## src/rtl/perfmon_pkg.sv

```systemverilog
package perfmon_pkg;

    localparam int NUM_CNT = 3;
    localparam int IDX_EV0 = 0;
    localparam int IDX_EV1 = 1;
    localparam int IDX_CYC = 2;

    localparam int BIT_RUN     = 0;
    localparam int BIT_EV_RST  = 1;
    localparam int BIT_CYC_RST = 2;
    localparam int BIT_DIV     = 3;
    localparam int BIT_IE_LO   = 4;
    localparam int BIT_FLAG_LO = 8;
    localparam int SEL0_LO     = 12;
    localparam int SEL1_LO     = 20;

    localparam logic [1:0] ADR_CTRL = 2'd0;
    localparam logic [1:0] ADR_CYC  = 2'd1;
    localparam logic [1:0] ADR_EV0  = 2'd2;
    localparam logic [1:0] ADR_EV1  = 2'd3;

    typedef enum logic [1:0] {
        MODE_OFF_FULL = 2'd0,
        MODE_OFF_DIV  = 2'd1,
        MODE_ON_FULL  = 2'd2,
        MODE_ON_DIV   = 2'd3
    } mode_e;

    function automatic logic [1:0] cnt_addr(input int idx);
        case (idx)
            IDX_EV0: cnt_addr = ADR_EV0;
            IDX_EV1: cnt_addr = ADR_EV1;
            default: cnt_addr = ADR_CYC;
        endcase
    endfunction

endpackage

```

## src/rtl/perfmon_prescale.sv

```systemverilog
module perfmon_prescale #(
    parameter int PRE_W = 6
) (
    input  logic clk,
    input  logic rst_n,
    input  logic clr,
    input  logic run,
    output logic tick
);
    logic [PRE_W-1:0] cnt_q;

    always_ff @(posedge clk or negedge rst_n) begin
        if (!rst_n) begin
            cnt_q <= '0;
        end else if (clr) begin
            cnt_q <= '0;
        end else if (run) begin
            cnt_q <= cnt_q + 1'b1;
        end
    end

    assign tick = run & (&cnt_q);
endmodule

```

## src/rtl/perfmon_evsel.sv

```systemverilog
module perfmon_evsel #(
    parameter int SEL_W  = 8,
    localparam int NUM_EV = 1 << SEL_W
) (
    input  logic [NUM_EV-1:0] events,
    input  logic [SEL_W-1:0]  sel,
    input  logic              run,
    output logic              hit
);
    logic unused_code;
    assign unused_code = &sel;
    assign hit = run & ~unused_code & events[sel];
endmodule

```

## src/rtl/perfmon_counter.sv

```systemverilog
module perfmon_counter #(
    parameter int CNT_W = 32
) (
    input  logic             clk,
    input  logic             rst_n,
    input  logic             clr,
    input  logic             ld,
    input  logic [CNT_W-1:0] ld_val,
    input  logic             inc,
    output logic [CNT_W-1:0] val,
    output logic             wrap
);
    logic [CNT_W-1:0] val_q;

    always_ff @(posedge clk or negedge rst_n) begin
        if (!rst_n) begin
            val_q <= '0;
        end else if (clr) begin
            val_q <= '0;
        end else if (ld) begin
            val_q <= ld_val;
        end else if (inc) begin
            val_q <= val_q + 1'b1;
        end
    end

    assign val  = val_q;
    assign wrap = inc & ~clr & ~ld & (&val_q);
endmodule

```

## src/rtl/perfmon_ctrl.sv

```systemverilog
module perfmon_ctrl
    import perfmon_pkg::*;
#(
    parameter int SEL_W = 8
) (
    input  logic               clk,
    input  logic               rst_n,
    input  logic               ctrl_wr,
    input  logic [31:0]        wdata,
    input  logic [NUM_CNT-1:0] wrap,
    output logic               count_en,
    output logic               div_mode,
    output logic               ev_clr,
    output logic               cyc_clr,
    output logic               pre_clr,
    output logic [NUM_CNT-1:0] ie,
    output logic [NUM_CNT-1:0] flags,
    output logic [SEL_W-1:0]   sel0,
    output logic [SEL_W-1:0]   sel1,
    output logic               irq,
    output logic [31:0]        ctrl_rd
);
    mode_e state, state_n;

    logic [NUM_CNT-1:0] ie_q, flag_q, flag_n, clr_mask;
    logic [SEL_W-1:0]   sel0_q, sel1_q;
    logic               unused_bits;

    assign unused_bits = ^{wdata[31:28], wdata[11], wdata[7]};

    // next-state: START / STOP / SLOW / FAST follow the written bits
    always_comb begin
        state_n = state;
        if (ctrl_wr) begin
            unique case ({wdata[BIT_RUN], wdata[BIT_DIV]})
                2'b00: state_n = MODE_OFF_FULL;
                2'b01: state_n = MODE_OFF_DIV;
                2'b10: state_n = MODE_ON_FULL;
                2'b11: state_n = MODE_ON_DIV;
            endcase
        end
    end

    always_ff @(posedge clk or negedge rst_n) begin
        if (!rst_n) state <= MODE_OFF_FULL;
        else        state <= state_n;
    end

    always_comb begin
        unique case (state)
            MODE_OFF_FULL: begin count_en = 1'b0; div_mode = 1'b0; end
            MODE_OFF_DIV:  begin count_en = 1'b0; div_mode = 1'b1; end
            MODE_ON_FULL:  begin count_en = 1'b1; div_mode = 1'b0; end
            MODE_ON_DIV:   begin count_en = 1'b1; div_mode = 1'b1; end
        endcase
    end

    assign ev_clr  = ctrl_wr & wdata[BIT_EV_RST];
    assign cyc_clr = ctrl_wr & wdata[BIT_CYC_RST];
    assign pre_clr = cyc_clr | (ctrl_wr & (wdata[BIT_DIV] != div_mode));

    assign clr_mask = ctrl_wr ? wdata[BIT_FLAG_LO +: NUM_CNT] : '0;
    assign flag_n   = (flag_q & ~clr_mask) | wrap;

    always_ff @(posedge clk or negedge rst_n) begin
        if (!rst_n) begin
            ie_q   <= '0;
            flag_q <= '0;
            sel0_q <= '0;
            sel1_q <= '0;
        end else begin
            flag_q <= flag_n;
            if (ctrl_wr) begin
                ie_q   <= wdata[BIT_IE_LO +: NUM_CNT];
                sel0_q <= wdata[SEL0_LO +: SEL_W];
                sel1_q <= wdata[SEL1_LO +: SEL_W];
            end
        end
    end

    assign ie    = ie_q;
    assign flags = flag_q;
    assign sel0  = sel0_q;
    assign sel1  = sel1_q;
    assign irq   = |(flag_q & ie_q);

    always_comb begin
        ctrl_rd                          = '0;
        ctrl_rd[BIT_RUN]                 = count_en;
        ctrl_rd[BIT_DIV]                 = div_mode;
        ctrl_rd[BIT_IE_LO +: NUM_CNT]    = ie_q;
        ctrl_rd[BIT_FLAG_LO +: NUM_CNT]  = flag_q;
        ctrl_rd[SEL0_LO +: SEL_W]        = sel0_q;
        ctrl_rd[SEL1_LO +: SEL_W]        = sel1_q;
    end
endmodule

```

## src/rtl/perfmon_top.sv

```systemverilog
module perfmon_top
    import perfmon_pkg::*;
#(
    parameter int CNT_W  = 32,
    parameter int SEL_W  = 8,
    parameter int PRE_W  = 6,
    localparam int NUM_EV = 1 << SEL_W
) (
    input  logic              clk,
    input  logic              rst_n,
    input  logic [1:0]        bus_addr,
    input  logic              bus_wr,
    input  logic [31:0]       bus_wdata,
    output logic [31:0]       bus_rdata,
    input  logic [NUM_EV-1:0] events,
    output logic              irq
);
    logic                            ctrl_wr;
    logic                            count_en, div_mode;
    logic                            ev_clr, cyc_clr, pre_clr, pre_tick;
    logic [NUM_CNT-1:0]              ie, flags, wrap, inc, clr, ld;
    logic [SEL_W-1:0]                sel0, sel1;
    logic [31:0]                     ctrl_rd;
    logic [NUM_CNT-1:0][CNT_W-1:0]   cnt_val;

    assign ctrl_wr = bus_wr & (bus_addr == ADR_CTRL);

    perfmon_ctrl #(.SEL_W(SEL_W)) u_ctrl (
        .clk     (clk),
        .rst_n   (rst_n),
        .ctrl_wr (ctrl_wr),
        .wdata   (bus_wdata),
        .wrap    (wrap),
        .count_en(count_en),
        .div_mode(div_mode),
        .ev_clr  (ev_clr),
        .cyc_clr (cyc_clr),
        .pre_clr (pre_clr),
        .ie      (ie),
        .flags   (flags),
        .sel0    (sel0),
        .sel1    (sel1),
        .irq     (irq),
        .ctrl_rd (ctrl_rd)
    );

    perfmon_prescale #(.PRE_W(PRE_W)) u_pre (
        .clk  (clk),
        .rst_n(rst_n),
        .clr  (pre_clr),
        .run  (count_en & div_mode),
        .tick (pre_tick)
    );

    perfmon_evsel #(.SEL_W(SEL_W)) u_sel0 (
        .events(events), .sel(sel0), .run(count_en), .hit(inc[IDX_EV0])
    );
    perfmon_evsel #(.SEL_W(SEL_W)) u_sel1 (
        .events(events), .sel(sel1), .run(count_en), .hit(inc[IDX_EV1])
    );

    assign inc[IDX_CYC] = count_en & (~div_mode | pre_tick);

    for (genvar i = 0; i < NUM_CNT; i++) begin : g_cnt
        localparam logic [1:0] MY_ADDR = cnt_addr(i);
        assign clr[i] = (i == IDX_CYC) ? cyc_clr : ev_clr;
        assign ld[i]  = bus_wr & (bus_addr == MY_ADDR);

        perfmon_counter #(.CNT_W(CNT_W)) u_cnt (
            .clk   (clk),
            .rst_n (rst_n),
            .clr   (clr[i]),
            .ld    (ld[i]),
            .ld_val(bus_wdata[CNT_W-1:0]),
            .inc   (inc[i]),
            .val   (cnt_val[i]),
            .wrap  (wrap[i])
        );
    end

    always_comb begin
        bus_rdata = '0;
        unique case (bus_addr)
            ADR_CTRL: bus_rdata = ctrl_rd;
            ADR_CYC:  bus_rdata[CNT_W-1:0] = cnt_val[IDX_CYC];
            ADR_EV0:  bus_rdata[CNT_W-1:0] = cnt_val[IDX_EV0];
            ADR_EV1:  bus_rdata[CNT_W-1:0] = cnt_val[IDX_EV1];
        endcase
    end
endmodule

```

## config.mk

```make
export PLATFORM = sky130hd
export DESIGN_NAME = perfmon_top
export DESIGN_NICKNAME = d
export VERILOG_FILES = /design/src/rtl/perfmon_pkg.sv /design/src/rtl/perfmon_prescale.sv /design/src/rtl/perfmon_evsel.sv /design/src/rtl/perfmon_counter.sv /design/src/rtl/perfmon_ctrl.sv /design/src/rtl/perfmon_top.sv
export SDC_FILE = /design/constraint.sdc
export NUM_CORES = 1
export LEC_CHECK = 0
export ABC_AREA = 0
export BUFFER_PORTS_ARGS = -buffer_cell sky130_fd_sc_hd__buf_2
export CAP_MARGIN = 20
export CORE_MARGIN = 4
export CORE_UTILIZATION = 35
export CTS_CLUSTER_DIAMETER = 200
export DETAILED_ROUTE_END_ITERATION = 8
export PLACE_DENSITY = 0.59
export SYNTH_ARGS = -nofsm -noshare
export SYNTH_HDL_FRONTEND = slang
export SYNTH_SLANG_ARGS = --single-unit
```

## constraint.sdc

```tcl
create_clock -name clk -period 4.2 [get_ports clk]
set_input_delay 0.84 -clock clk [delete_from_list [all_inputs] [get_ports clk]]
set_output_delay 0.84 -clock clk [all_outputs]
set_load 0.01 [all_outputs]
```

==> reports/summary.txt, run 1 <==
status: complete, no violations
clk_lat worst skew: 430 ps
synthesized net count: 1464
# IOs: 326
crit path launch type: register
Syn. warnings: 0
Die ar.: 0.0367 mm^2
clock sinks: 126
post-route core utilization: 0.443
total global routing overflow: 0
Final Cycle Share: 0.901
total power: 6.24 mW
vias in the first global route: 12002
Die Width: 192 um
worst slew pin tran: 1150 ps
TritonCTS clock tree: built
area grow syn2layout: 23.6%
DRC Markers: 0
crit-path leading delay family: compound AO/OA/AOI/OAI gates
P_leak: 6.01 nW
Worst Skew: 8.17 ps
Die H: 192 um
post-synthesis sequential area ratio: 0.267
crit-path max cell delay: 820 ps
final setup vio count: 0
Power Density: 428 mW/mm^2
max-slew violation count: 0
power share of the clock group: 0.280
final net count: 1751
routed vias/inst: 6.14
first-pass GRT wire length: 72800 um
number of max-cap violations: 0
PostCTS Resize Cnt: 0
H-tree levels: 4
Comb pwr share: 0.407
Initial Utilization: 0.359
CP Data Required Time: 4510 ps
Min Hold Slack: 497 ps
Net Sw Frac: 0.372
RePlAce Congestion: 0.908
design area: 0.0146 mm^2
GRT Total Usage: 0.259
RSZ-0062 raised after global routing: false
synthesis-stage register bit count: 126
Cell Area, Synth: 0.0118 mm^2
Post-Synthesis Cells: 1167
critical path arrival: 4090 ps
CTS Hold Bufs: 0
worst r2r src: u_ctrl.sel0[0]$_DFFE_PN0P_
Setup TNS Final: 0 ps
Worst slew margin: 0.233
Placeable Area: 0.0329 mm^2
Pre-antenna DRT Iters: 7
placed cell areas: 0.0139 mm^2
most common flop cell mapped by yosys: dfrtp_1
Reg2Reg Setup Slack: 420 ps
Fmax: 264 MHz
Worst Setup End Kind: register
Critical-path top delay cell: dfrtp_4
Post-CTS Setup Bufs: 0
Seq pwr share: 0.314
Crit Path Max Fanout: 32
Reg clk slew, reported paths: 60 ps
largest net degree at the start of global routing: 65
via count: 11732
Switch Pwr: 2.32 mW
# fillers: 3229
Post-synth EDFFs: 0
most frequent cells in the layout: buf_2 (324), mux4_2 (126), dfrtp_1 (122)
1st-iter DRT viols: 1076
reg2reg path depth: 10
worst vdd ir: 335 uV
initial antenna violation count: 2
CTS Buffer Depth: 2
Worst Path Class, Setup: reg2reg
WHS Endpoint: u_ctrl.flags[0]$_DFF_PN0_
Final Critical Period: 3780 ps
Crit Reg-Reg Endpoint: g_cnt[0].u_cnt.val[6]$_DFFE_PN0P_
post-synth cell types: 61
layout cells sized above 1: 0.385
buffer and inverter count on the worst path: 1
Total Wirelength: 49100 um
Int Pwr: 3.91 mW
async set-or-reset flop fraction in the synthesized netlist: 1.00
port bufs: 325
worst min-delay path class: reg2reg
Final Hold Fails: 0
Final ANT Viol Nets: 0
most common cell after layout, fill and taps aside: buf_2
Routed WL per cell: 25.7 um
CP cell instances: buf_12 > mux4_2 > a22oi_1 > a211oi_1 > a31oi_1 > o22ai_1 > a221o_2 > and2_1 > xnor2_1 > o21ai_1
# rows: 66
hold path depth: 2
Num CTS Buffers: 17
Avg Cell Area, Syn: 10.1 um^2
Hold Crit Start: u_ctrl.flags[0]$_DFF_PN0_
HPWL after DPL: 37700 um
Root Buffer: clkbuf_16
==> worst min-delay path: cells and delay by family, from the launching register on <==
family        cells  cell delay [ps]
flops             1              360
simple gates      2              110
==> kinds of logic (layout without fill, tap and decap cells) <==
| group | Yosys count | in the layout | share of synthesized area |
|---|---|---|---|
| AO/OA/AOI/OAI | 263 | 263 | 0.144 |
| AND/OR/NAND/NOR | 359 | 359 | 0.152 |
| multiplexers | 213 | 213 | 0.318 |
| other | 0 | 2 | 0 |
| flip-flops | 126 | 126 | 0.267 |
| adder cells (fa/ha/maj) | 4 | 4 | 0.00425 |
| buffers and inverters | 113 | 413 | 0.0482 |
| XOR/XNOR | 89 | 89 | 0.0661 |
==> metrics by stage <==
step / setup WS, ps / instances
3_5_place_dp: 504 / 1877
3_3_place_gp: 471 / 1877
5_1_grt: 250 / 1910
2_1_floorplan: 956 / 1167
6_report: 417 / 1911
4_1_cts: 464 / 1909
==> sequential cells by signal (all words and copies together) (netlist names) <==
signal and flops:
u_ctrl.sel1 8, u_ctrl.ie 3, u_ctrl.state 2, g_cnt.u_cnt.val 96, u_ctrl.sel0 8, u_pre.cnt_q 6
u_ctrl.flags 3
==> Yosys cell counts (all sizes together) (6+ instances only) <==
master	number	area [um^2]
a211oi	41	308
a21oi	53	265
a22o	17	149
a22oi	20	150
a31oi	8	50.1
and2	9	56.3
and3	25	156
and4	12	105
buf	41	298
clkbuf	58	218
dfrtp	126	3150
inv	14	52.6
mux2	28	315
mux2i	59	591
mux4	126	2840
nand2	107	402
nand2b	6	37.5
nand3	46	230
nand4	37	231
nor2	65	246
nor2b	8	50.1
nor3	17	85.1
o21ai	78	394
o221ai	17	149
o22ai	7	43.8
xnor2	23	201
xor2	66	578
==> power groups by stage <==
stage          combinational, mW  clock [mW]  sequential [mW]
2_1_floorplan               1.85           0             1.71
4_1_cts                     2.52        1.76             1.95
5_1_grt                     2.72        1.81             2.01
3_5_place_dp                2.51           0             1.97
3_3_place_gp                2.49           0             1.96
6_report                    2.54        1.74             1.96
==> how the worst max path moves through the flow <==
stage | startpoint | depth (start not counted) | end | slack [ps]
2_1_floorplan | bus_addr[1] | 4 | bus_rdata[12] | 960
3_3_place_gp | u_ctrl.sel0[0]$_DFFE_PN0P_ | 10 | g_cnt[0].u_cnt.val[6]$_DFFE_PN0P_ | 470
3_5_place_dp | u_ctrl.sel0[0]$_DFFE_PN0P_ | 10 | g_cnt[0].u_cnt.val[6]$_DFFE_PN0P_ | 500
4_1_cts | u_ctrl.sel0[0]$_DFFE_PN0P_ | 10 | g_cnt[0].u_cnt.val[6]$_DFFE_PN0P_ | 460
5_1_grt | u_ctrl.sel0[0]$_DFFE_PN0P_ | 10 | g_cnt[0].u_cnt.val[28]$_DFFE_PN0P_ | 250
6_report | u_ctrl.sel0[0]$_DFFE_PN0P_ | 10 | g_cnt[0].u_cnt.val[6]$_DFFE_PN0P_ | 420
==> layer usage <==
layer | global-route usage | vias up | wire length [um]
met5 | 0 | - | 0
met4 | 0.107 | 0 | 2080
met3 | 0.0478 | 115 | 3970
met2 | 0.445 | 614 | 24200
met1 | 0.321 | 5857 | 18800
li1 | - | 5146 | -
==> cell type report <==
cell class,instances,area (um^2),share of cell area
diodes,2,5.00,0.000343
clock buffers,22,484,0.0332
clock inverters,10,206,0.0142
inverters,14,52.6,0.00361
multi-input cells,928,8080,0.554
flip-flops and latches,126,3160,0.217
well taps,442,553,0.0379
repair buffers,367,2030,0.139
Power figures use the tool's default switching activity.
==> run 2, diff against run 1 <==
--- a/config.mk
+++ b/config.mk
@@ -12,7 +12,9 @@
 export CORE_UTILIZATION = 35
 export CTS_CLUSTER_DIAMETER = 200
 export DETAILED_ROUTE_END_ITERATION = 8
-export PLACE_DENSITY = 0.59
+export MAX_ROUTING_LAYER = met4
+export PLACE_DENSITY = 0.58
 export SYNTH_ARGS = -nofsm -noshare
 export SYNTH_HDL_FRONTEND = slang
+export SYNTH_HIERARCHICAL = 1
 export SYNTH_SLANG_ARGS = --single-unit
==> run 2 against run 1 <==
  * Hold slack got worse by 17 ps
  * Maximum frequency decreased by 5.1%
  * Synthesized cell count increased by 10%
  * Area after synthesis increased by 12%
  * Clock skew increased by 5.2 ps
  * Die area increased by 12%
  * Final cell count increased by 10%
  * Routed wire length increased by 18%
  * Combinational power increased by 13%
  * Core utilization decreased by 0.89 points
  * Critical path type unchanged
  * Largest cell class unchanged
  * Largest power group unchanged
==> reports/summary.txt, run 2 <==
Fmax: 251 MHz
Cell Area, Synth: 0.0132 mm^2
worst min-delay path class: in2async
Die Width: 202 um
Worst Path Class, Setup: reg2reg
Post-CTS Setup Bufs: 0
Final Cycle Share: 0.949
Reg2Reg Setup Slack: 220 ps
Critical-path top delay cell: dfrtp_1
Net Sw Frac: 0.396
Final Critical Period: 3980 ps
via count: 13291
TritonCTS clock tree: built
# fillers: 3608
number of max-cap violations: 0
HPWL after DPL: 45700 um
total global routing overflow: 0
Switch Pwr: 2.57 mW
H-tree levels: 4
Pre-antenna DRT Iters: 6
# rows: 70
# IOs: 326
crit-path leading delay family: compound AO/OA/AOI/OAI gates
cell depth of the worst setup path: 10
Int Pwr: 3.92 mW
Reg clk slew, reported paths: 70 ps
dpl cells: 2063
port bufs: 325
worst r2r src: u_ctrl/sel0[3]$_DFFE_PN0P_
Num CTS Buffers: 17
design area: 0.0161 mm^2
Worst slew margin: 0.297
clk_lat worst skew: 430 ps
power share of the clock group: 0.249
first-pass GRT wire length: 85500 um
Final Hold Fails: 0
1st-iter DRT viols: 1350
max reg flops: 96
Comb pwr share: 0.443
CTS Hold Bufs: 0
most common cell after layout, fill and taps aside: buf_2
layout cells sized above 1: 0.399
area grow syn2layout: 21.5%
reg2reg path depth: 10
final net count: 1878
CP Data Required Time: 4500 ps
RePlAce Congestion: 0.965
routed vias/inst: 6.31
CP cell instances: and2_1 > a22oi_1 > a211o_1 > o311a_1 > a311oi_1 > a41o_1 > nand4_1 > nor4_1 > a211oi_1 > a2111oi_0
Final ANT Viol Nets: 0
placed cell areas: 0.0153 mm^2
DRC Markers: 0
Die ar.: 0.0409 mm^2
total power: 6.50 mW
status: complete, no violations
buffer and inverter count on the worst path: 0
Setup TNS Final: 0 ps
clock sinks: 126
PostCTS Resize Cnt: 0
vias in the first global route: 13274
max-slew violation count: 0
crit path launch type: register
most frequent cells in the layout: buf_2 (324), mux4_2 (142), dfrtp_1 (122)
Placeable Area: 0.0370 mm^2
Power Density: 404 mW/mm^2
P_leak: 6.47 nW
worst vdd ir: 278 uV
Initial Utilization: 0.358
Final Non-Filler Cells: 2106
worst slew pin tran: 1050 ps
Worst Skew: 13.3 ps
Post-Synthesis Cells: 1286
Seq pwr share: 0.308
critical path arrival: 4290 ps
Root Buffer: clkbuf_16
Routed WL per cell: 27.4 um
Crit Path Max Fanout: 11
post-route core utilization: 0.434
final setup vio count: 0
Avg Cell Area, Syn: 10.3 um^2
Total Wirelength: 57800 um
GRT Total Usage: 0.279
Crit Reg-Reg Endpoint: g_cnt[0].u_cnt/val[23]$_DFFE_PN0P_
Syn. warnings: 6
RSZ-0062 raised after global routing: false
largest net degree at the start of global routing: 56
Die H: 202 um
crit-path max cell delay: 700 ps
Worst Setup End Kind: register
CTS Buffer Depth: 2
initial antenna violation count: 8
==> run 2: metal layers <==
layer / vias to the layer above / part of all wire / track usage
met5: - / 0 / -
met4: 0 / 0.043 / 0.111
met3: 118 / 0.078 / 0.0557
met2: 703 / 0.48 / 0.459
met1: 6649 / 0.39 / 0.340
li1: 5821 / - / -
==> run 2: final cells by class <==
class	instances	area, um^2	area share
sequential	126	3160	0.197
antenna	8	20.0	0.00125
clock inverter	13	189	0.0118
timing repair buffer	407	2370	0.148
tap	504	631	0.0393
multi-input combinational	996	9120	0.568
inverter	33	124	0.00771
clock buffer	19	443	0.0276
==> run 2: worst max-delay path by stage <==
stage                               startpoint                                  to
floorplan           u_ctrl/sel0[0]$_DFFE_PN0P_  g_cnt[0].u_cnt/val[22]$_DFFE_PN0P_
global placement    u_ctrl/sel1[0]$_DFFE_PN0P_  g_cnt[1].u_cnt/val[22]$_DFFE_PN0P_
detailed placement  u_ctrl/sel1[0]$_DFFE_PN0P_  g_cnt[1].u_cnt/val[24]$_DFFE_PN0P_
CTS                 u_ctrl/sel1[0]$_DFFE_PN0P_  g_cnt[1].u_cnt/val[22]$_DFFE_PN0P_
global route        u_ctrl/sel0[0]$_DFFE_PN0P_  g_cnt[0].u_cnt/val[22]$_DFFE_PN0P_
finish              u_ctrl/sel0[3]$_DFFE_PN0P_  g_cnt[0].u_cnt/val[23]$_DFFE_PN0P_
==> run 2: power by group through the flow <==
stage,registers [mW],clock network (mW),logic [mW]
2_1_floorplan,1.73,0,2.06
3_3_place_gp,2.02,0,2.76
3_5_place_dp,2.03,0,2.77
4_1_cts,2.01,1.64,2.79
5_1_grt,2.05,1.69,3.08
6_report,2.00,1.62,2.88
==> run 2: stage by stage <==
step	hold slack [ps]	setup slack, ps
6_report	480	215
5_1_grt	531	117
4_1_cts	513	193
3_5_place_dp	507	190
3_3_place_gp	501	203
2_1_floorplan	466	604
